File: config.mk
export PLATFORM = sky130hd
export DESIGN_NAME = trg_unit
export DESIGN_NICKNAME = d
export VERILOG_FILES = /design/src/rtl/trg_pkg.sv /design/src/rtl/trg_cfg_regs.sv /design/src/rtl/trg_match.sv /design/src/rtl/trg_ctrl.sv /design/src/rtl/trg_unit.sv
export SDC_FILE = /design/constraint.sdc
export NUM_CORES = 1
export LEC_CHECK = 0
export BUFFER_PORTS_ARGS = -buffer_cell sky130_fd_sc_hd__clkbuf_2
export CORE_MARGIN = 4
export CORE_UTILIZATION = 43
export DETAILED_ROUTE_END_ITERATION = 10
export PLACE_DENSITY = 0.59
export SYNTH_ARGS = -nofsm -noshare
export SYNTH_HDL_FRONTEND = slang
export SYNTH_HIERARCHICAL = 1
export SYNTH_SLANG_ARGS = --single-unit
File: constraint.sdc
create_clock -name clk -period 4.3 [get_ports clk]
set_input_delay 0.215 -clock clk [delete_from_list [all_inputs] [get_ports clk]]
set_output_delay 0.215 -clock clk [all_outputs]
set_load 0.01 [all_outputs]
File: src/rtl/trg_pkg.sv
package trg_pkg;

    typedef enum logic [0:0] {
        ST_HUNT  = 1'b0,
        ST_FIRED = 1'b1
    } trg_state_e;

    typedef enum logic [1:0] {
        EDG_NONE = 2'b00,
        EDG_RISE = 2'b01,
        EDG_FALL = 2'b10,
        EDG_ANY  = 2'b11
    } edge_mode_e;

endpackage

File: src/rtl/trg_cfg_regs.sv
module trg_cfg_regs #(
    parameter int NUM_CH = 32,
    parameter int CNT_W  = 16,
    parameter int ADDR_W = 4
) (
    input  logic                clk,
    input  logic                rst_n,
    input  logic                we,
    input  logic [ADDR_W-1:0]   addr,
    input  logic [7:0]          wdata,
    output logic [2*NUM_CH-1:0] lvl_mask,
    output logic [7:0]          edge_sel,
    output logic [CNT_W-1:0]    occ_count
);
    localparam int LVL_BYTES = (2 * NUM_CH) / 8;
    localparam int CNT_BYTES = CNT_W / 8;
    localparam int EDGE_ADDR = LVL_BYTES;
    localparam int CNT_ADDR  = LVL_BYTES + 1;

    genvar b;
    generate
        for (b = 0; b < LVL_BYTES; b++) begin : g_lvl
            always_ff @(posedge clk or negedge rst_n) begin
                if (!rst_n)
                    lvl_mask[8*b +: 8] <= 8'h00;
                else if (we && (int'(addr) == b))
                    lvl_mask[8*b +: 8] <= wdata;
            end
        end
        for (b = 0; b < CNT_BYTES; b++) begin : g_cnt
            always_ff @(posedge clk or negedge rst_n) begin
                if (!rst_n)
                    occ_count[8*b +: 8] <= (b == 0) ? 8'h01 : 8'h00;
                else if (we && (int'(addr) == CNT_ADDR + b))
                    occ_count[8*b +: 8] <= wdata;
            end
        end
    endgenerate

    always_ff @(posedge clk or negedge rst_n) begin
        if (!rst_n)
            edge_sel <= 8'h00;
        else if (we && (int'(addr) == EDGE_ADDR))
            edge_sel <= wdata;
    end

    // a write changes only the addressed byte, one cycle later
    p_edge_hold_r10: assert property (@(posedge clk) disable iff (!rst_n)
        !(we && (int'(addr) == EDGE_ADDR)) |=> $stable(edge_sel));

endmodule

File: src/rtl/trg_match.sv
module trg_match
    import trg_pkg::*;
#(
    parameter int NUM_CH = 32
) (
    input  logic                clk,
    input  logic                rst_n,
    input  logic                arm,
    input  logic                smp_valid,
    input  logic [NUM_CH-1:0]   smp_data,
    input  logic [2*NUM_CH-1:0] lvl_mask,
    input  logic [7:0]          edge_sel,
    output logic                qual
);
    localparam int IDX_W = $clog2(NUM_CH);

    logic [NUM_CH-1:0] prev_data;
    logic              prev_ok;
    logic [NUM_CH-1:0] ch_ok;
    logic              lvl_ok;
    logic              edge_ok;
    logic              cur_bit;
    logic              old_bit;
    logic [IDX_W-1:0]  edge_idx;
    edge_mode_e        edge_mode;

    genvar c;
    generate
        for (c = 0; c < NUM_CH; c++) begin : g_ch
            assign ch_ok[c] = !(lvl_mask[2*c]   && !smp_data[c]) &&
                              !(lvl_mask[2*c+1] &&  smp_data[c]);
        end
    endgenerate

    assign lvl_ok    = &ch_ok;
    assign edge_idx  = edge_sel[IDX_W-1:0];
    assign edge_mode = edge_mode_e'(edge_sel[7:6]);
    assign cur_bit   = smp_data[edge_idx];
    assign old_bit   = prev_data[edge_idx];

    always_comb begin
        unique case (edge_mode)
            EDG_NONE: edge_ok = 1'b1;
            EDG_RISE: edge_ok = prev_ok && !old_bit &&  cur_bit;
            EDG_FALL: edge_ok = prev_ok &&  old_bit && !cur_bit;
            EDG_ANY:  edge_ok = prev_ok && (old_bit != cur_bit);
            default:  edge_ok = 1'b0;
        endcase
    end

    assign qual = smp_valid && lvl_ok && edge_ok;

    always_ff @(posedge clk or negedge rst_n) begin
        if (!rst_n) begin
            prev_data <= '0;
            prev_ok   <= 1'b0;
        end else if (arm) begin
            prev_ok   <= 1'b0;
        end else if (smp_valid) begin
            prev_data <= smp_data;
            prev_ok   <= 1'b1;
        end
    end

    // no edge can qualify without a history sample
    p_edge_hist_r5: assert property (@(posedge clk) disable iff (!rst_n)
        (edge_sel[7:6] != 2'b00 && !prev_ok) |-> !qual);
    // arm wipes history
    p_arm_hist_r9: assert property (@(posedge clk) disable iff (!rst_n)
        arm |=> !prev_ok);

endmodule

File: src/rtl/trg_ctrl.sv
module trg_ctrl
    import trg_pkg::*;
#(
    parameter int CNT_W = 16
) (
    input  logic             clk,
    input  logic             rst_n,
    input  logic             arm,
    input  logic             qual,
    input  logic [CNT_W-1:0] occ_count,
    output logic             trig_pulse,
    output logic             trig_hit
);
    trg_state_e       state, state_nxt;
    logic [CNT_W-1:0] hit_cnt;
    logic [CNT_W-1:0] eff_count;
    logic             last_hit;
    logic             fire;

    assign eff_count = (occ_count == '0) ? CNT_W'(1) : occ_count;
    assign last_hit  = ({1'b0, hit_cnt} + 1'b1) >= {1'b0, eff_count};
    assign fire      = (state == ST_HUNT) && !arm && qual && last_hit;

    always_comb begin
        state_nxt = state;
        unique case (state)
            ST_HUNT:  if (fire) state_nxt = ST_FIRED;
            ST_FIRED: if (arm)  state_nxt = ST_HUNT;
            default:            state_nxt = ST_HUNT;
        endcase
    end

    always_ff @(posedge clk or negedge rst_n) begin
        if (!rst_n)
            state <= ST_HUNT;
        else
            state <= state_nxt;
    end

    always_ff @(posedge clk or negedge rst_n) begin
        if (!rst_n)
            hit_cnt <= '0;
        else if (arm || state != ST_HUNT || fire)
            hit_cnt <= '0;
        else if (qual)
            hit_cnt <= hit_cnt + 1'b1;
    end

    always_ff @(posedge clk or negedge rst_n) begin
        if (!rst_n)
            trig_pulse <= 1'b0;
        else
            trig_pulse <= fire;
    end

    assign trig_hit = (state == ST_FIRED);

    p_pulse_single_r7: assert property (@(posedge clk) disable iff (!rst_n)
        trig_pulse |=> !trig_pulse);
    p_pulse_latch_r7: assert property (@(posedge clk) disable iff (!rst_n)
        trig_pulse |-> trig_hit);
    p_hit_hold_r7: assert property (@(posedge clk) disable iff (!rst_n)
        (trig_hit && !arm) |=> trig_hit);
    p_rise_pulse_r7: assert property (@(posedge clk) disable iff (!rst_n)
        $rose(trig_hit) |-> trig_pulse);
    p_arm_clear_r9: assert property (@(posedge clk) disable iff (!rst_n)
        arm |=> (!trig_hit && !trig_pulse));
    p_fired_quiet_r8: assert property (@(posedge clk) disable iff (!rst_n)
        trig_hit |=> !trig_pulse);

endmodule

File: src/rtl/trg_unit.sv
module trg_unit #(
    parameter int NUM_GROUPS = 4,
    parameter int GROUP_W    = 8,
    parameter int CNT_W      = 16,
    parameter int ADDR_W     = 4
) (
    input  logic                          clk,
    input  logic                          rst_n,
    input  logic                          cfg_we,
    input  logic [ADDR_W-1:0]             cfg_addr,
    input  logic [7:0]                    cfg_wdata,
    input  logic                          arm,
    input  logic                          smp_valid,
    input  logic [NUM_GROUPS*GROUP_W-1:0] smp_data,
    output logic                          trig_pulse,
    output logic                          trig_hit
);
    localparam int NUM_CH = NUM_GROUPS * GROUP_W;

    logic [2*NUM_CH-1:0] lvl_mask;
    logic [7:0]          edge_sel;
    logic [CNT_W-1:0]    occ_count;
    logic                qual;

    trg_cfg_regs #(.NUM_CH(NUM_CH), .CNT_W(CNT_W), .ADDR_W(ADDR_W)) u_regs (
        .clk       (clk),
        .rst_n     (rst_n),
        .we        (cfg_we),
        .addr      (cfg_addr),
        .wdata     (cfg_wdata),
        .lvl_mask  (lvl_mask),
        .edge_sel  (edge_sel),
        .occ_count (occ_count)
    );

    trg_match #(.NUM_CH(NUM_CH)) u_match (
        .clk       (clk),
        .rst_n     (rst_n),
        .arm       (arm),
        .smp_valid (smp_valid),
        .smp_data  (smp_data),
        .lvl_mask  (lvl_mask),
        .edge_sel  (edge_sel),
        .qual      (qual)
    );

    trg_ctrl #(.CNT_W(CNT_W)) u_ctrl (
        .clk        (clk),
        .rst_n      (rst_n),
        .arm        (arm),
        .qual       (qual),
        .occ_count  (occ_count),
        .trig_pulse (trig_pulse),
        .trig_hit   (trig_hit)
    );

    // an invalid sample never causes a pulse
    p_invalid_quiet_r10: assert property (@(posedge clk) disable iff (!rst_n)
        !smp_valid |=> !trig_pulse);

endmodule

; Yosys cells after proc, flatten, opt, wreduce, memory -nomap -nowiden
; Cells that the tools add are included.
[word_totals]
ff_bits = 139
input_bits = 49
output_inout_bits = 2
[op_classes]
n_addsub = 2
magnitude_cmp = 2
n_eq_ne = 14
mux = 13
bitwise = 2
n_reduce_logical = 225
[ops]
columns = operator, count
row1 = logical AND 1 bit, 117
row2 = logical NOT 1 bit, 99
row3 = 2-to-1 mux 16 bit, 3
row4 = AND reduction 32 bit, 1
row5 = "== test 4 bit, second input constant", 7
row6 = "adder 16 x 1 -> 17 bit, second input constant", 1
row7 = >= comparator 17 x 16 -> 1 bit, 1
row8 = "adder 16 x 1 -> 16 bit, second input constant", 1
row9 = logical NOT 16 bit, 1
row10 = binary-select mux 1 bit (select 5 bit), 2
row11 = "== test 4 x 3 -> 1 bit, second input constant", 2
row12 = "less-than comparator 5 x 6 -> 1 bit, second input constant", 1
row13 = 2-to-1 mux 1 bit, 6
row14 = "== test 2 bit, second input constant", 2
row15 = "== test 4 x 2 -> 1 bit, second input constant", 1
row16 = logical NOT 4 bit, 1
row17 = one-hot mux 1 bit (4 select lines), 1
row18 = nonzero test 2 bit, 2
row19 = "== test 2 x 1 -> 1 bit, second input constant", 1
row20 = logical NOT 2 bit, 1
row21 = logical OR 1 bit, 2
row22 = NOT 1 bit, 2
row23 = one-hot mux 1 bit (2 select lines), 1
row24 = AND reduction 2 bit, 1
row25 = inequality test 1 bit, 1

; Depth between registers and ports, before layout
; Gate-level depths: netlist of run 1.
[depth]
ltp_word = 11
depth_mapped = 14

; By module
; Netlist of run 1, hierarchy kept.
[modules_own_cells]
columns = module, n_inst, cells_per_inst, area_each_um2, seq_area_each_um2
row1 = trg_cfg_regs, 1, 206, 3417.0, 2203.4
row2 = trg_match, 1, 178, 2289.7, 825.8
row3 = trg_ctrl, 1, 175, 1547.7, 450.4

; Worst setup path after synthesis of run 1
; Ideal clock, no wire load.
[synth_path]
path_type = reg-to-reg
from = register u_regs.edge_sel[0]
to = register u_ctrl.hit_cnt[13]
setup_time_ns = 0.086
arrival_ns = 2.889
required_ns = 4.214
path_slack_ns = 1.324
stages_incl_launch_ff = 11
period_less_slack_ns = 2.976
path_cell_list = dfrtp_1 -> buf_6 -> mux4_1 -> a221oi_1 -> o32ai_2 -> mux2i_1 -> a2111oi_2 -> buf_1 -> nand4_1 -> xor2_1 -> nor3_1
[synth_via]
elab_chain_cells = 11
word_cells_on_any_way = 19
[synth_lines]
columns = item, line
row1 = from (decl), trg_cfg_regs.sv:12  ; output logic [7:0] edge_sel,
row2 = from (signal assigned), trg_cfg_regs.sv:44  ; edge_sel <= wdata;
row3 = binary-select mux 1 bit (select 5 bit), trg_match.sv:39  ; assign old_bit = prev_data[edge_idx];
row4 = 2-to-1 mux 1 bit (not written as such), trg_match.sv:39
row5 = logical NOT 1 bit, trg_match.sv:44  ; EDG_RISE: edge_ok = prev_ok && !old_bit && cur_bit;
row6 = logical AND 1 bit (2 in series), trg_match.sv:44
row7 = one-hot mux 1 bit (4 select lines) *, trg_match.sv:42  ; unique case (edge_mode)
row8 = logical AND 1 bit *, trg_match.sv:51  ; assign qual = smp_valid && lvl_ok && edge_ok;
row9 = named net qual, trg_unit.sv:23  ; logic qual;
row10 = logical AND 1 bit (2 in series), trg_ctrl.sv:22  ; assign fire = (state == ST_HUNT) && !arm && qual && last_hit;
row11 = logical OR 1 bit, trg_ctrl.sv:43  ; else if (arm || state != ST_HUNT || fire)
row12 = 2-to-1 mux 16 bit / nonzero test 2 bit (equally long branches), n/a
row13 = to (signal assigned), trg_ctrl.sv:46  ; hit_cnt <= hit_cnt + 1'b1;
row14 = to (decl), trg_ctrl.sv:15  ; logic [CNT_W-1:0] hit_cnt;
; The timed path passes the listed nets; every way through them passes the cells marked *. The select of a mux whose other input is x is not followed.
; A chain may end at the register's enable or synchronous reset.

; Worst setup path after layout of run 1
[layout_path]
from = register u_regs.edge_sel[1]
to = register u_ctrl.hit_cnt[0]
; Same word-level chain as after synthesis.

==> metrics.cfg, run 1 <==
[cells_and_area]
final_cell_mix = dfrtp_1, mux2_2, clkbuf_2, mux2i_1, inv_1
nets = 670
area_growth_pct = 13.7
n_antenna_cell = 0
final_common_cell = dfrtp_1
design_area_um2 = 8210
drive_above_1_share = 0.382

[min_path]
hold_class = in -> reg
worstHoldStart = arm

[worst_setup_path]
max_stage_delay_ns = 0.66
critPathCaptureType = flip-flop
startpoint_type = flip-flop
reg2reg_from = u_regs/edge_sel[1]
crit_start = u_regs/edge_sel[1]
path_delay_family = multiplexers
timing.critical_path.buf_inv = 2
arrival_ns = 3.93
crit_path_top_delay_cell = dfrtp_1
cp_max_fo = 13
crit_required_ns = 4.65
path_cells = buf_4 -> mux4_2 -> mux2_4 -> nor3_1 -> o311a_1 -> mux2i_1 -> a2111oi_2 -> buf_4 -> nand2_1 -> nor3_2 -> mux2_2
critPathMostFrequentCell = buf_4
criticalPathCategory = reg -> reg

[sta]
final-setup-viol-count = 0
maxSlewViolCount = 0
tightest_slew_ns = 0.873
setup_ws_ns = 0.727
fin_crit_sh = 0.831
clock_skew_ns = 0.00818
rsz0062_at_grt = false
timing.fmax_mhz = 280
hold_viol_final = 0
final.setup.tns_ns = 0
fin_crit_ns = 3.57
slew_headroom = 0.418

[pwr]
swShare = 0.278
p_sw_uw = 1060
pwr-share-comb = 0.182
p_per_area_nw_per_um2 = 464
p_int_uw = 2750
clockPowerShare = 0.370
seq_power_share = 0.448
ir_drop_mv = 0.279
power_uw = 3810
power.leakage_uw = 0.00376

[place]
placed_area_um2 = 7620
io_buffers = 50
place.detailed.hpwl_um = 12600
dpl_worst_slack_ns = 0.745
gp_congestion = 0.883

[clock_tree]
cts_num_sinks = 138
path_clk_slew_ns = 0.06
cts_max_level = 4
cts_tree = yes
numCtsBuffers = 17
worstSkewPairLatency_ns = 0.42
root_buffer = clkbuf_16
cts_buffer_depth = 2
post_cts_buffers = 0

[outcome]
status = finished, final reports clean

[die]
fp-row-count = 47
io_pins = 51
die_h_um = 138
die_area_um2 = 18900
dieWidth_um = 138
core-area_um2 = 16500
start_util = 0.437

[routing]
wl_um = 17200
ant_nets = 0
wl_per_cell_um = 20.5
drtPass1Iterations = 5
drt_iter0_drc = 321
drc = 0
dr_total_vias = 4631
routed_via_density = 5.53

[global_routing]
grt_usage = 0.195
grt_antenna_before_repair = 0
grt_pass1_vias = 4834
grt_overflow = 0
grt_pass1_wl_um = 27400
grt_max_degree = 97

[yosys]
yosysWarnings = 6
syn_inst = 557
synth_nets = 623
syn_area_per_cell_um2 = 13.0
syn_area_um2 = 7220

[job]
maxCapViolCount = 0

## sequential cells by signal, indices dropped and copies added, names as in the netlist
signal             count
u_regs/lvl_mask       64
u_match/prev_data     32
u_ctrl/hit_cnt        16
u_regs/occ_count      16
u_regs/edge_sel        7
u_ctrl/trig_hit        1
u_ctrl/trig_pulse      1
u_match/prev_ok        1
## power groups by stage
| stage | combinational [uW] | sequential [uW] | clock [uW] |
|---|---|---|---|
| after global routing | 768 | 1740 | 1500 |
| after floorplan | 563 | 1650 | 0 |
| after detailed placement | 697 | 1730 | 0 |
| final | 695 | 1710 | 1410 |
| after global placement | 672 | 1720 | 0 |
| after CTS | 702 | 1710 | 1440 |
## cell type report
type / instances / area (um^2)
inverter: 24 / 90.1
clock inverter: 14 / 139
timing repair buffer: 55 / 297
multi-input combinational: 368 / 3510
fill: 1466 / 8320
tap: 220 / 275
clock buffer: 18 / 439
sequential: 138 / 3450
## final timing paths
path                                         end  slack (ns)  cells past startpoint
setup / recovery               u_ctrl/hit_cnt[0]        0.73                     11
hold reg to reg            u_match/prev_data[31]        0.50                      1
min in group asynchronous  u_match/prev_data[27]        0.46                      2
hold / removal                   u_match/prev_ok        0.02                      2
setup reg to reg               u_ctrl/hit_cnt[0]        0.73                     11
max in group asynchronous    u_regs/occ_count[0]        2.73                      3
## metal layers
metal | vias up | global-route usage | wire length [um]
li1 | 2149 | - | -
met1 | 2360 | 0.285 | 8270
met2 | 106 | 0.297 | 7980
met3 | 16 | 0.0394 | 734
met4 | 0 | 0.0532 | 201
met5 | - | 0 | 0
## per-stage QoR
step / hold slack, ns / instances / utilization
floorplan: -0.0806 / 557 / -
global placement: 0.359 / 804 / 0.461
detailed placement: 0.374 / 804 / 0.461
CTS: 0.00821 / 837 / 0.497
global route: 0.0264 / 837 / 0.497
finish: 0.0168 / 837 / 0.497
## repair_timing
item / CTS / global route
resized for setup: 0 / 0
hold buffers: 1 / 0
setup endpoints to repair: 0 / 0
hold endpoints to repair: 95 / 0
Note: power is estimated with default switching activity, not from simulation.
==> run 2: changes to the inputs <==
clock period = 3.7 ns   (was 4.3 ns; I/O delays follow)
==> run 2 against run 1 <==
  * Register-to-register slack got worse by 0.33 ns
  * Core utilization increased by 0.083 points
  * Sequential power increased by 15%
  * Design area increased by 0.17%
  * Largest cell class unchanged
  * Critical path type unchanged
  * First-iteration DRC count decreased by 2.5%
  * Non-clock buffer count increased by 3
  * Hold slack improved by 0.052 ns
==> metrics.cfg, run 2 (synthesis results as in run 1) <==
[sta]
final.setup.tns_ns = 0
setup_ws_ns = 0.397
rsz0062_at_grt = false
final-setup-viol-count = 0
clock_skew_ns = 0.0102
tightest_slew_ns = 0.680
slew_headroom = 0.547
holdWs_ns = 0.0689
fin_crit_ns = 3.30
timing.fmax_mhz = 303
hold_viol_final = 0
fin_crit_sh = 0.893
maxSlewViolCount = 0

[global_routing]
grt_pass1_vias = 4782
grt_pass1_wl_um = 27300
grt_antenna_before_repair = 0
grt_overflow = 0
grt_usage = 0.195
grt_max_degree = 72

[worst_setup_path]
critPathCaptureType = flip-flop
critPathMostFrequentCell = buf_4
r2r-end = u_ctrl/hit_cnt[3]
startpoint_type = flip-flop
max_stage_delay_ns = 0.59
reg2reg_from = u_regs/edge_sel[0]
path_delay_family = compound AO/OA/AOI/OAI gates
arrival_ns = 3.65
r2r_cells = 11
timing.critical_path.buf_inv = 2
rrSetupSlack_ns = 0.40
cp_max_fo = 13
path_cells = buf_4 -> mux4_1 -> a22oi_1 -> and4_1 -> o311a_1 -> mux2i_1 -> a2111oi_2 -> buf_4 -> nand2_1 -> a2111oi_0 -> a21o_1
criticalPathCategory = reg -> reg
crit_path_top_delay_cell = mux4_1
cp.depth = 11
crit_required_ns = 4.05

[cells_and_area]
design_area_um2 = 8220
multi_input_area_um2 = 3510
final_cell_mix = dfrtp_1, mux2_2, clkbuf_2, mux2i_1, inv_1
max_flop_register = u_regs/lvl_mask
top_regs = u_regs/lvl_mask (64), u_match/prev_data (32)
largest_reg_flops = 64
nets = 673
n_antenna_cell = 0
final_common_cell = dfrtp_1
drive_above_1_share = 0.384
register_area_um2 = 3450
area_growth_pct = 13.9
n_fill_cell = 1462

[routing]
drtPass1Iterations = 5
wl_per_cell_um = 20.8
dr_total_vias = 4666
routed_via_density = 5.55
drc = 0
wl_um = 17500
ant_nets = 0
drt_iter0_drc = 313

[clock_tree]
cts_tree = yes
cts_buffer_depth = 2
cts_max_level = 4
path_clk_slew_ns = 0.06
numCtsBuffers = 17
root_buffer = clkbuf_16
worstSkewPairLatency_ns = 0.42
cts_resized = 0
cts_num_sinks = 138

[place]
place.detailed.hpwl_um = 12600
dpl_worst_slack_ns = 0.405
io_buffers = 50
gp_congestion = 0.947
placed_area_um2 = 7640

[die]
core-area_um2 = 16500
io_pins = 51
die_area_um2 = 18900
die_h_um = 138
dieWidth_um = 138
start_util = 0.437
fp-row-count = 47

[min_path]
holdPathStages = 2
min_to = u_match/prev_data[29]
hold_class = in -> reg
worstHoldStart = smp_data[29]

[pwr]
power_uw = 4420
p_per_area_nw_per_um2 = 538
p_int_uw = 3180
clockPowerShare = 0.368
ir_drop_mv = 0.319
seq_power_share = 0.444
p_sw_uw = 1240
pwr-share-comb = 0.188
power.leakage_uw = 0.00377
swShare = 0.281

[job]
maxCapViolCount = 0

[outcome]
status = finished, final reports clean

==> run 2: what timing repair did <==
| item | in CTS | in global routing |
|---|---|---|
| hold buffers | 2 | 0 |
| buffers inserted | 0 | 0 |
| endpoints found under the hold margin | 69 | 0 |
==> run 2: layout make-up <==
cell class,count,area share
Clock inverter,15,0.0172
Inverter,24,0.0110
Tap cell,220,0.0335
Multi-Input combinational cell,368,0.427
Clock buffer,17,0.0517
Sequential cell,138,0.420
Timing Repair Buffer,58,0.0391
==> run 2: routing by layer <==
metal | vias up | wire length [um] | GRT usage
met1 | 2392 | 8460 | 0.283
met4 | 0 | 217 | 0.0643
met5 | - | 0 | 0
met3 | 21 | 686 | 0.0343
li1 | 2145 | - | -
met2 | 108 | 8120 | 0.297
==> run 2: power by group through the flow <==
stage	clock network (uW)	registers, uW	logic [uW]
floorplan	0	1920	654
global placement	0	1970	810
detailed placement	0	1990	833
CTS	1660	1960	839
global route	1720	2000	909
finish	1630	1960	834
==> run 2: worst max-delay path by stage <==
stage	startpoint	end	slack, ns
after CTS	u_regs/edge_sel[0]	u_ctrl/hit_cnt[0]	0.38
after global routing	u_ctrl/hit_cnt[0]	u_ctrl/trig_hit	0.17
after floorplan	u_regs/edge_sel[0]	u_ctrl/hit_cnt[13]	0.72
final	u_regs/edge_sel[0]	u_ctrl/hit_cnt[3]	0.40
after detailed placement	u_regs/edge_sel[0]	u_ctrl/hit_cnt[3]	0.40
after global placement	u_regs/edge_sel[0]	u_ctrl/hit_cnt[3]	0.43
==> run 2: metrics by stage <==
step | util | std cells
floorplan | - | 557
CTS | 0.498 | 840
global route | 0.498 | 840
finish | 0.498 | 840
global placement | 0.462 | 806
detailed placement | 0.462 | 806
